<file path="config.mk">
export PLATFORM = sky130hd
export DESIGN_NAME = uart_flow_ctrl
export DESIGN_NICKNAME = d
export VERILOG_FILES = /design/src/rtl/uart_fc_pkg.sv /design/src/rtl/uart_fc_sync.sv /design/src/rtl/uart_fc_rts_fsm.sv /design/src/rtl/uart_fc_tx_gate.sv /design/src/rtl/uart_flow_ctrl.sv
export SDC_FILE = /design/constraint.sdc
export NUM_CORES = 1
export LEC_CHECK = 0
export BUFFER_PORTS_ARGS = -buffer_cell sky130_fd_sc_hd__buf_2
export CORE_AREA = 2 2 39 41
export CTS_BUF_LIST = sky130_fd_sc_hd__clkbuf_4 sky130_fd_sc_hd__clkbuf_8
export CTS_CLUSTER_SIZE = 12
export DETAILED_ROUTE_END_ITERATION = 8
export DIE_AREA = 0 0 41 43
export SYNTH_ARGS = -nofsm -noshare
export SYNTH_HDL_FRONTEND = slang
export SYNTH_SLANG_ARGS = --single-unit
export TNS_END_PERCENT = 100
</file>
<file path="constraint.sdc">
create_clock -name clk -period 2.6 [get_ports clk]
set_input_delay 0.52 -clock clk [delete_from_list [all_inputs] [get_ports clk]]
set_output_delay 0.52 -clock clk [all_outputs]
set_load 0.05 [all_outputs]
</file>
<file path="src/rtl/uart_fc_pkg.sv">
package uart_fc_pkg;

    typedef enum logic {
        RTS_GO   = 1'b0,
        RTS_STOP = 1'b1
    } rts_state_t;

    typedef enum logic {
        TX_OPEN = 1'b0,
        TX_HOLD = 1'b1
    } tx_state_t;

    // programmed level on the ladder
    function automatic int unsigned prog_level(input logic [1:0] sel);
        unique case (sel)
            2'd0:    return 1;
            2'd1:    return 4;
            2'd2:    return 8;
            default: return 14;
        endcase
    endfunction

    // one rung above the programmed level; top rung is a full FIFO
    function automatic int unsigned stop_level(input logic [1:0] sel, input int unsigned depth);
        unique case (sel)
            2'd0:    return 4;
            2'd1:    return 8;
            2'd2:    return 14;
            default: return depth;
        endcase
    endfunction

    // fill must be strictly below this to resume
    function automatic int unsigned resume_level(input logic [1:0] sel);
        return (sel == 2'd0) ? 1 : prog_level(sel) - 1;
    endfunction

endpackage

</file>
<file path="src/rtl/uart_fc_sync.sv">
module uart_fc_sync #(
    parameter int STAGES = 2
) (
    input  logic clk,
    input  logic rst_n,
    input  logic d,
    output logic q
);
    localparam int LAST = STAGES - 1;

    logic [STAGES-1:0] shreg;

    generate
        if (STAGES == 1) begin : g_single
            always_ff @(posedge clk or negedge rst_n) begin
                if (!rst_n) shreg <= '0;
                else        shreg <= d;
            end
        end else begin : g_chain
            always_ff @(posedge clk or negedge rst_n) begin
                if (!rst_n) shreg <= '0;
                else        shreg <= {shreg[STAGES-2:0], d};
            end
        end
    endgenerate

    assign q = shreg[LAST];
endmodule

</file>
<file path="src/rtl/uart_fc_rts_fsm.sv">
module uart_fc_rts_fsm
    import uart_fc_pkg::*;
#(
    parameter int FIFO_DEPTH = 16,
    parameter int CNT_W      = $clog2(FIFO_DEPTH + 1)
) (
    input  logic             clk,
    input  logic             rst_n,
    input  logic             auto_en,
    input  logic             sw_rts,
    input  logic [CNT_W-1:0] fill,
    input  logic [1:0]       sel,
    output logic             rts,
    output logic             irq
);
    rts_state_t       state_q, state_d;
    logic [CNT_W-1:0] lvl_prog, lvl_stop, lvl_resume;
    logic             irq_q;

    always_comb begin
        lvl_prog   = CNT_W'(prog_level(sel));
        lvl_stop   = CNT_W'(stop_level(sel, FIFO_DEPTH));
        lvl_resume = CNT_W'(resume_level(sel));
    end

    // next state
    always_comb begin
        state_d = state_q;
        if (!auto_en) begin
            state_d = RTS_GO;
        end else begin
            unique case (state_q)
                RTS_GO:   if (fill >= lvl_stop)  state_d = RTS_STOP;
                RTS_STOP: if (fill < lvl_resume) state_d = RTS_GO;
                default:  state_d = RTS_GO;
            endcase
        end
    end

    // state register
    always_ff @(posedge clk or negedge rst_n) begin
        if (!rst_n) state_q <= RTS_GO;
        else        state_q <= state_d;
    end

    // threshold interrupt register
    always_ff @(posedge clk or negedge rst_n) begin
        if (!rst_n) irq_q <= 1'b0;
        else        irq_q <= auto_en && (fill >= lvl_prog);
    end

    // outputs
    always_comb begin
        irq = irq_q;
        if (auto_en) rts = (state_q == RTS_STOP);
        else         rts = sw_rts;
    end
endmodule

</file>
<file path="src/rtl/uart_fc_tx_gate.sv">
module uart_fc_tx_gate
    import uart_fc_pkg::*;
(
    input  logic clk,
    input  logic rst_n,
    input  logic auto_en,
    input  logic cts_s,
    input  logic idle,
    output logic permit
);
    tx_state_t state_q, state_d;

    // next state: moves only at character boundaries
    always_comb begin
        state_d = state_q;
        if (idle) begin
            unique case (state_q)
                TX_OPEN: if (auto_en && cts_s)   state_d = TX_HOLD;
                TX_HOLD: if (!auto_en || !cts_s) state_d = TX_OPEN;
                default: state_d = TX_OPEN;
            endcase
        end
    end

    // state register
    always_ff @(posedge clk or negedge rst_n) begin
        if (!rst_n) state_q <= TX_OPEN;
        else        state_q <= state_d;
    end

    // outputs
    always_comb begin
        permit = (state_q == TX_OPEN);
    end
endmodule

</file>
<file path="src/rtl/uart_flow_ctrl.sv">
module uart_flow_ctrl #(
    parameter int FIFO_DEPTH  = 16,
    parameter int SYNC_STAGES = 2,
    parameter int CNT_W       = $clog2(FIFO_DEPTH + 1)
) (
    input  logic             clk,
    input  logic             rst_n,
    input  logic [CNT_W-1:0] rx_count,
    input  logic [1:0]       trig_sel,
    input  logic             auto_cts_en,
    input  logic             auto_rts_en,
    input  logic             sw_rts,
    input  logic             cts_in,
    input  logic             tx_idle,
    output logic             rts_out,
    output logic             tx_permit,
    output logic             rx_thresh_irq
);
    logic cts_synced;

    uart_fc_sync #(.STAGES(SYNC_STAGES)) u_sync (
        .clk   (clk),
        .rst_n (rst_n),
        .d     (cts_in),
        .q     (cts_synced)
    );

    uart_fc_tx_gate u_gate (
        .clk     (clk),
        .rst_n   (rst_n),
        .auto_en (auto_cts_en),
        .cts_s   (cts_synced),
        .idle    (tx_idle),
        .permit  (tx_permit)
    );

    uart_fc_rts_fsm #(.FIFO_DEPTH(FIFO_DEPTH), .CNT_W(CNT_W)) u_rts (
        .clk     (clk),
        .rst_n   (rst_n),
        .auto_en (auto_rts_en),
        .sw_rts  (sw_rts),
        .fill    (rx_count),
        .sel     (trig_sel),
        .rts     (rts_out),
        .irq     (rx_thresh_irq)
    );
endmodule

</file>
==> parameters.txt, run 1 <==
Parameter                              Value

Status
  Result of the run ... complete, no violations

Clocking
  Clock root buffer master ... sky130_fd_sc_hd__clkbuf_4
  Clock slew seen by the registers of the worst setup and hold paths ... 0.04 ns
  CTS tree ... done
  H-tree depth ... 1
  Number of buffers created by CTS ... 3
  Postcts setup bufs ... 0
  Total of hold buffers inserted after clock tree synthesis ... 0
  Sinks on the clock net ... 5
  Gates resized, CTS repair ... 0
  Max Buffers Root-to-Sink ... 2
  Clock latency on the worst-skew pair ... between 0.2 and 0.25 ns

Synthesis
  Synthesized flop and latch total ... 5
  YS warnings ... 0
  Cell area after synthesis ... 504 um2
  Fraction of the yosys area taken by sequential cells ... 0.248
  Unique cell type count in the Yosys netlist ... 19
  Syn_nets ... between 80 and 90
  Gate count after technology mapping ... 52
  Synth Area per Inst ... between 9 and 10 um2

Timing
  Setup repair after global routing missed its margin ... no
  Setup TNS ... 0 ns
  Count of final setup violators ... 0
  Clock period minus final worst setup slack ... about 1.7 ns
  Final Hold Violating Endpoints ... 0
  Final number of max-transition violations ... 0
  Portion of the clock cycle consumed by the worst path in the final layout ... 0.656
  Fmax ... 587 MHz
  Worst setup skew after layout ... roughly 0.0026 ns

Pwr
  Leakage component of the power ... around 0.35 nW
  Maximum ir drop on the vdd rail ... roughly 0.19 mV
  Power Total ... ~0.00028 W
  Cell Pwr Density ... ~440 mW/mm2

Die
  Die H ... about 43 um
  Core Rows ... 14
  Total core area ... between 0.001 and 0.0015 mm2
  Die area ... between 0.0015 and 0.002 mm2
  Die width ... about 41 um
  I/O pin count ... 17
  Effective utilization at floorplan ... 0.364

Worst setup path
  Worst EP arrival ... between 1.5 and 2 ns
  Terminus of the critical flop-to-flop path ... u_rts.state_q
  Max FO, Critical Path ... 4
  Beginning of the worst register-to-register path ... u_rts.state_q
  Crit Path Class ... input port to flop
  R2R Setup Slk ... 1.60 ns
  Startpoint class of the critical path ... input port
  Register-to-Register Path Depth ... 4
  Setup crit end kind ... flop
  Critical Path RT ... roughly 2.7 ns

Place
  Post-detail-place hpwl ... about 850 um
  Post-place instance area ... between 600 and 700 um2
  PortBufs ... 16
  Routability-driven placement congestion ratio ... approximately 0.71

GRT
  Remaining Overflow, GRT ... 0
  Vias in the first global route ... about 390
  Antenna violations before repair ... 0
  Global-route wire length before repair ... approximately 1.5 mm
  Overall fraction of global-route tracks in use ... 0.131
  Maximum number of pins on one net before global-route repair ... 6

Worst hold path
  HP Class ... input port to async pin

Cells and area
  Area of the multi-input gates ... 345 um2
  Number of fill cells in the layout ... 142
  Final-stage net count ... roughly 100
  Final instance area ... 634 um2
  Register area ... roughly 130 um2
  Commonest non-fill, non-tap cells in the layout ... sky130_fd_sc_hd__ha_1, sky130_fd_sc_hd__buf_2, sky130_fd_sc_hd__inv_1, sky130_fd_sc_hd__dfrtp_1, sky130_fd_sc_hd__clkbuf_4
  Antenna diode count ... 0
  Layout cell share with drive strength beyond 1 ... 0.333
  Final cell utilization of the core ... 0.458
  Synthesis-to-layout area growth ... 25.8%

Drt
  First-iteration detailed-routing DRC count ... 3
  Final Routed Wirelength ... ~960 um
  DR vias/cell ... 4.75
  Number of nets with antenna violations after routing ... 0
  Remaining DRCs ... 0
  Vias post-DR ... ~420
  Average detailed-routed wire length per instance ... 10.9 um
  First-pass iteration count of the detailed router ... 4

Job
  Number of maximum-capacitance constraint violations ... 0
==> state kept, by name, summed over array words and instances (netlist names) <==
signal          count
u_sync.shreg        2
u_gate.state_q      1
u_rts.irq           1
u_rts.state_q       1
==> per-layer routing <==
layer,up-vias,global-route usage,wire [um]
li1,223,-,-
met2,13,0.216,499
met3,0,0.0314,55
met1,182,0.149,401
met4,0,0.0600,0
met5,-,0,0
==> critical path: stages <==
cell and delay, ns:
sky130_fd_sc_hd__buf_2 0.12, sky130_fd_sc_hd__inv_1 0.08, sky130_fd_sc_hd__ha_1 0.29, sky130_fd_sc_hd__inv_1 0.06, sky130_fd_sc_hd__ha_1 0.28, sky130_fd_sc_hd__a21oi_2 0.18
sky130_fd_sc_hd__o221ai_2 0.12, sky130_fd_sc_hd__o311ai_1 0.13, sky130_fd_sc_hd__a21oi_2 0.04
==> cell usage after synthesis, drive strengths merged <==
cell | count | area share
o21bai | 1 | 0.015
nand2b | 1 | 0.012
o31ai | 1 | 0.015
a21oi | 5 | 0.065
nor3 | 2 | 0.020
nand3 | 2 | 0.020
nor2b | 1 | 0.012
dfrtp | 5 | 0.25
o311ai | 1 | 0.017
inv | 9 | 0.067
mux2 | 1 | 0.022
o21ai | 3 | 0.030
o221ai | 1 | 0.030
conb | 1 | 0.0074
nor2 | 1 | 0.0074
ha | 16 | 0.40
a21boi | 1 | 0.015
==> cell type report <==
class,count,share of cell area
multi-input cells,38,0.544
well taps,16,0.0316
flip-flops and latches,5,0.197
clock buffers,4,0.0473
repair buffers,16,0.126
inverters,9,0.0533
==> report_power, final <==
part / internal, W / switching [W]
sequential: 0.0000847 / 0.00000363
clock: 0.0000682 / 0.0000280
combinational: 0.0000372 / 0.0000571
==> worst max-delay path by stage <==
| stage | start | endpoint | slack, ns | cells after the start |
|---|---|---|---|---|
| 2_1_floorplan | trig_sel[0] | u_rts.state_q | 0.94 | 8 |
| 3_3_place_gp | trig_sel[0] | u_rts.state_q | 0.68 | 9 |
| 3_5_place_dp | trig_sel[0] | u_rts.state_q | 0.62 | 9 |
| 4_1_cts | trig_sel[0] | u_rts.state_q | 0.87 | 9 |
| 5_1_grt | trig_sel[0] | u_rts.state_q | 0.84 | 9 |
| 6_report | trig_sel[0] | u_rts.state_q | 0.90 | 9 |
==> cell families after synthesis <==
| group | after synthesis | synth area share |
|---|---|---|
| adder cells (fa/ha/maj) | 16 | 0.397 |
| flip-flops | 5 | 0.248 |
| buffers and inverters | 9 | 0.0670 |
| AND/OR/NAND/NOR | 7 | 0.0720 |
| other | 1 | 0.00744 |
| multiplexers | 1 | 0.0223 |
| AO/OA/AOI/OAI | 13 | 0.186 |
==> per-stage QoR <==
step / hold WS (ns) / setup slack [ns] / cells
after floorplan: 0.224 / 0.937 / 52
after global placement: 0.333 / 0.683 / 84
after detailed placement: 0.335 / 0.625 / 84
after CTS: 0.0848 / 0.870 / 88
after global routing: 0.0844 / 0.840 / 88
final: 0.0871 / 0.895 / 88
Power figures use the tool's default switching activity.
==> run 2, diff against run 1 <==
- clock period: 2.6 -> 1.7 ns (I/O delays scaled with it)
==> run 2 against run 1 <==
Compared with the run above: final area is 1.6% higher; count of clock-buffer cells in the layout stayed put; register-to-register slack worse by 0.86 ns; first-iteration DRC count is 33% lower; sequential share of layout area is 0.31 points lower; core utilization is 0.72 points higher; wire length is 5.4% lower; critical path depth stayed put; power is 54% higher; sequential cell count stayed put; combinational power is 53% higher; die area stayed put.
==> parameters.txt, run 2 (synthesis results as in run 1) <==
Parameter                              Value

Timing
  Clock period minus final worst setup slack ... between 1 and 1.5 ns
  Worst setup skew after layout ... 0.00279 ns (+0.000212 ns)
  Setup repair after global routing missed its margin ... no
  Count of final setup violators ... 0 (unchanged)
  Final number of max-transition violations ... 0 (unchanged)
  Portion of the clock cycle consumed by the worst path in the final layout ... 0.868
  Fmax ... around 680 MHz
  Final Hold Violating Endpoints ... 0 (unchanged)

GRT
  Antenna violations before repair ... 0 (unchanged)
  Maximum number of pins on one net before global-route repair ... 6 (unchanged)
  Global-route wire length before repair ... 1.58 mm (+2.7%)
  Remaining Overflow, GRT ... 0 (unchanged)
  Vias in the first global route ... 404 (+3.3%)
  Overall fraction of global-route tracks in use ... 0.136 (+0.00503)

Worst setup path
  Max incr delay on CP ... 0.28 ns (about the same)
  CP max-delay cell ... sky130_fd_sc_hd__ha_1
  Crit Path Class ... input port to flop
  R2R Setup Slk ... 0.74 ns (-0.86 ns)
  Setup crit end kind ... flop
  Critical Path RT ... 1.82 ns (-0.88 ns)
  Worst EP arrival ... 1.59 ns (-0.22 ns)
  Critical path cell sequence ... buf_2, inv_1, ha_1, inv_1, ha_1, a21oi_2, o221ai_2, o311ai_1, a21oi_2
  Startpoint class of the critical path ... input port
  Max FO, Critical Path ... 4 (unchanged)

Pwr
  Part of the power in combinational logic ... 0.336 (-0.002)
  Flop pwr share ... 0.313 (-0.004)
  Clock network fraction of total power ... 0.352 (+0.007)
  Internal Power ... 0.000292 W (+54%)
  Sw Ratio ... 0.321 (+0.00286)
  Cell Pwr Density ... 668 mW/mm2 (+52%)
  Maximum ir drop on the vdd rail ... 0.304 mV (+62%)
  Net switching power ... 0.000138 W (+56%)
  Leakage component of the power ... 0.354 nW (+1.2%)

Drt
  Average detailed-routed wire length per instance ... 10.2 um (-6.5%)
  DR vias/cell ... 4.80 (+1.0%)
  First-pass iteration count of the detailed router ... 3 (-1)
  Final Routed Wirelength ... 904 um (-5.4%)
  First-iteration detailed-routing DRC count ... 2 (-1)
  Remaining DRCs ... 0 (unchanged)
  Vias post-DR ... 427 (+2.2%)
  Number of nets with antenna violations after routing ... 0 (unchanged)

Die
  Die width ... 41 um (unchanged)
  Die H ... 43 um (unchanged)
  Die area ... 0.00176 mm2 (unchanged)
  Core Rows ... 14 (unchanged)
  Total core area ... 0.00138 mm2 (unchanged)
  Effective utilization at floorplan ... 0.364 (unchanged)
  I/O pin count ... 17 (unchanged)

Clocking
  Clock latency on the worst-skew pair ... 0.24 ns (about the same)
  Clock slew seen by the registers of the worst setup and hold paths ... 0.04 ns (about the same)
  Total of hold buffers inserted after clock tree synthesis ... 1 (+1)
  Number of buffers created by CTS ... 3 (unchanged)
  CTS tree ... done
  Gates resized, CTS repair ... 0 (unchanged)
  Postcts setup bufs ... 0 (unchanged)
  Sinks on the clock net ... 5 (unchanged)
  Clock root buffer master ... sky130_fd_sc_hd__clkbuf_4
  Max Buffers Root-to-Sink ... 2 (unchanged)
  H-tree depth ... 1 (unchanged)

Place
  Routability-driven placement congestion ratio ... 0.725 (+2.2%)
  Placed cells ... 84 (unchanged)
  Post-detail-place hpwl ... 812 um (-4.4%)
  PortBufs ... 16 (unchanged)

Cells and area
  Layout cell share with drive strength beyond 1 ... 0.329 (-0.00457)
  Final-stage net count ... 104 (+0.97%)
  Synthesis-to-layout area growth ... 27.8%
  Antenna diode count ... 0 (unchanged)
  Flip-flop count of the largest register, all copies and words added ... 2 (unchanged)
  Commonest non-fill, non-tap cells in the layout ... sky130_fd_sc_hd__ha_1, sky130_fd_sc_hd__buf_2, sky130_fd_sc_hd__inv_1, sky130_fd_sc_hd__dfrtp_1, sky130_fd_sc_hd__clkbuf_4
  Finished Layout Cells ... 89 (+1.1%)
  Top reg by flops ... u_sync.shreg
  Final cell utilization of the core ... 0.466 (+0.00723)

Job
  Number of maximum-capacitance constraint violations ... 0 (unchanged)

Status
  Result of the run ... complete, no violations

Worst hold path
  HP Class ... input port to flop
-- run 2: cell count changes in the layout (fill, tap and decap cells not counted), sizes merged --
cell,previous run,this run
dlygate4sd3,0,1
-- run 2: layout make-up --
class / instances / area, um2
Clock buffer: 4 / 30.0
Fill cell: 143 / 739
Inverter: 9 / 33.8
Multi-Input combinational cell: 38 / 345
Sequential cell: 5 / 125
Tap cell: 16 / 20.0
Timing Repair Buffer: 17 / 90.1
-- run 2: per-stage QoR --
stage          worst slack (ns)  instance area [um2]  hold slack (ns)  total power [W]  TNS [ns]
2_1_floorplan             0.217                  504           0.0444         0.000233         0
3_3_place_gp            -0.0234                  604            0.156         0.000277   -0.0234
3_5_place_dp            -0.0493                  604            0.156         0.000281   -0.0493
4_1_cts                   0.206                  644            0.206         0.000437         0
5_1_grt                  0.0790                  644            0.197         0.000469         0
6_report                  0.225                  644            0.209         0.000430         0
-- run 2: critical path, delay by kind of cell --
kind / cells / cell delay [ns]
fa+ha+maj: 2 / 0.56
compound gates: 4 / 0.44
buf+inv: 3 / 0.24
-- run 2: final timing paths --
check | start | to | cells past startpoint
max reg2reg | u_rts.state_q | u_rts.state_q | 4
min in group asynchronous | rst_n | u_rts.irq | 2
min reg2reg | u_sync.shreg[0] | u_sync.shreg[1] | 0
max | trig_sel[0] | u_rts.state_q | 9
min | cts_in | u_sync.shreg[0] | 1
max in group asynchronous | rst_n | u_sync.shreg[0] | 2
-- run 2: power groups by stage --
stage / registers, W / logic (W) / clock network (W)
floorplan: 0.000144 / 0.0000893 / 0
global placement: 0.000136 / 0.000141 / 0
detailed placement: 0.000136 / 0.000145 / 0
CTS: 0.000135 / 0.000147 / 0.000155
global route: 0.000136 / 0.000166 / 0.000166
finish: 0.000134 / 0.000144 / 0.000151
-- run 2: routing by layer --
metal	part of all wire	track usage
met1	0.45	0.165
met2	0.48	0.206
met3	0.052	0.0314
met4	0.021	0.0800
met5	0	0
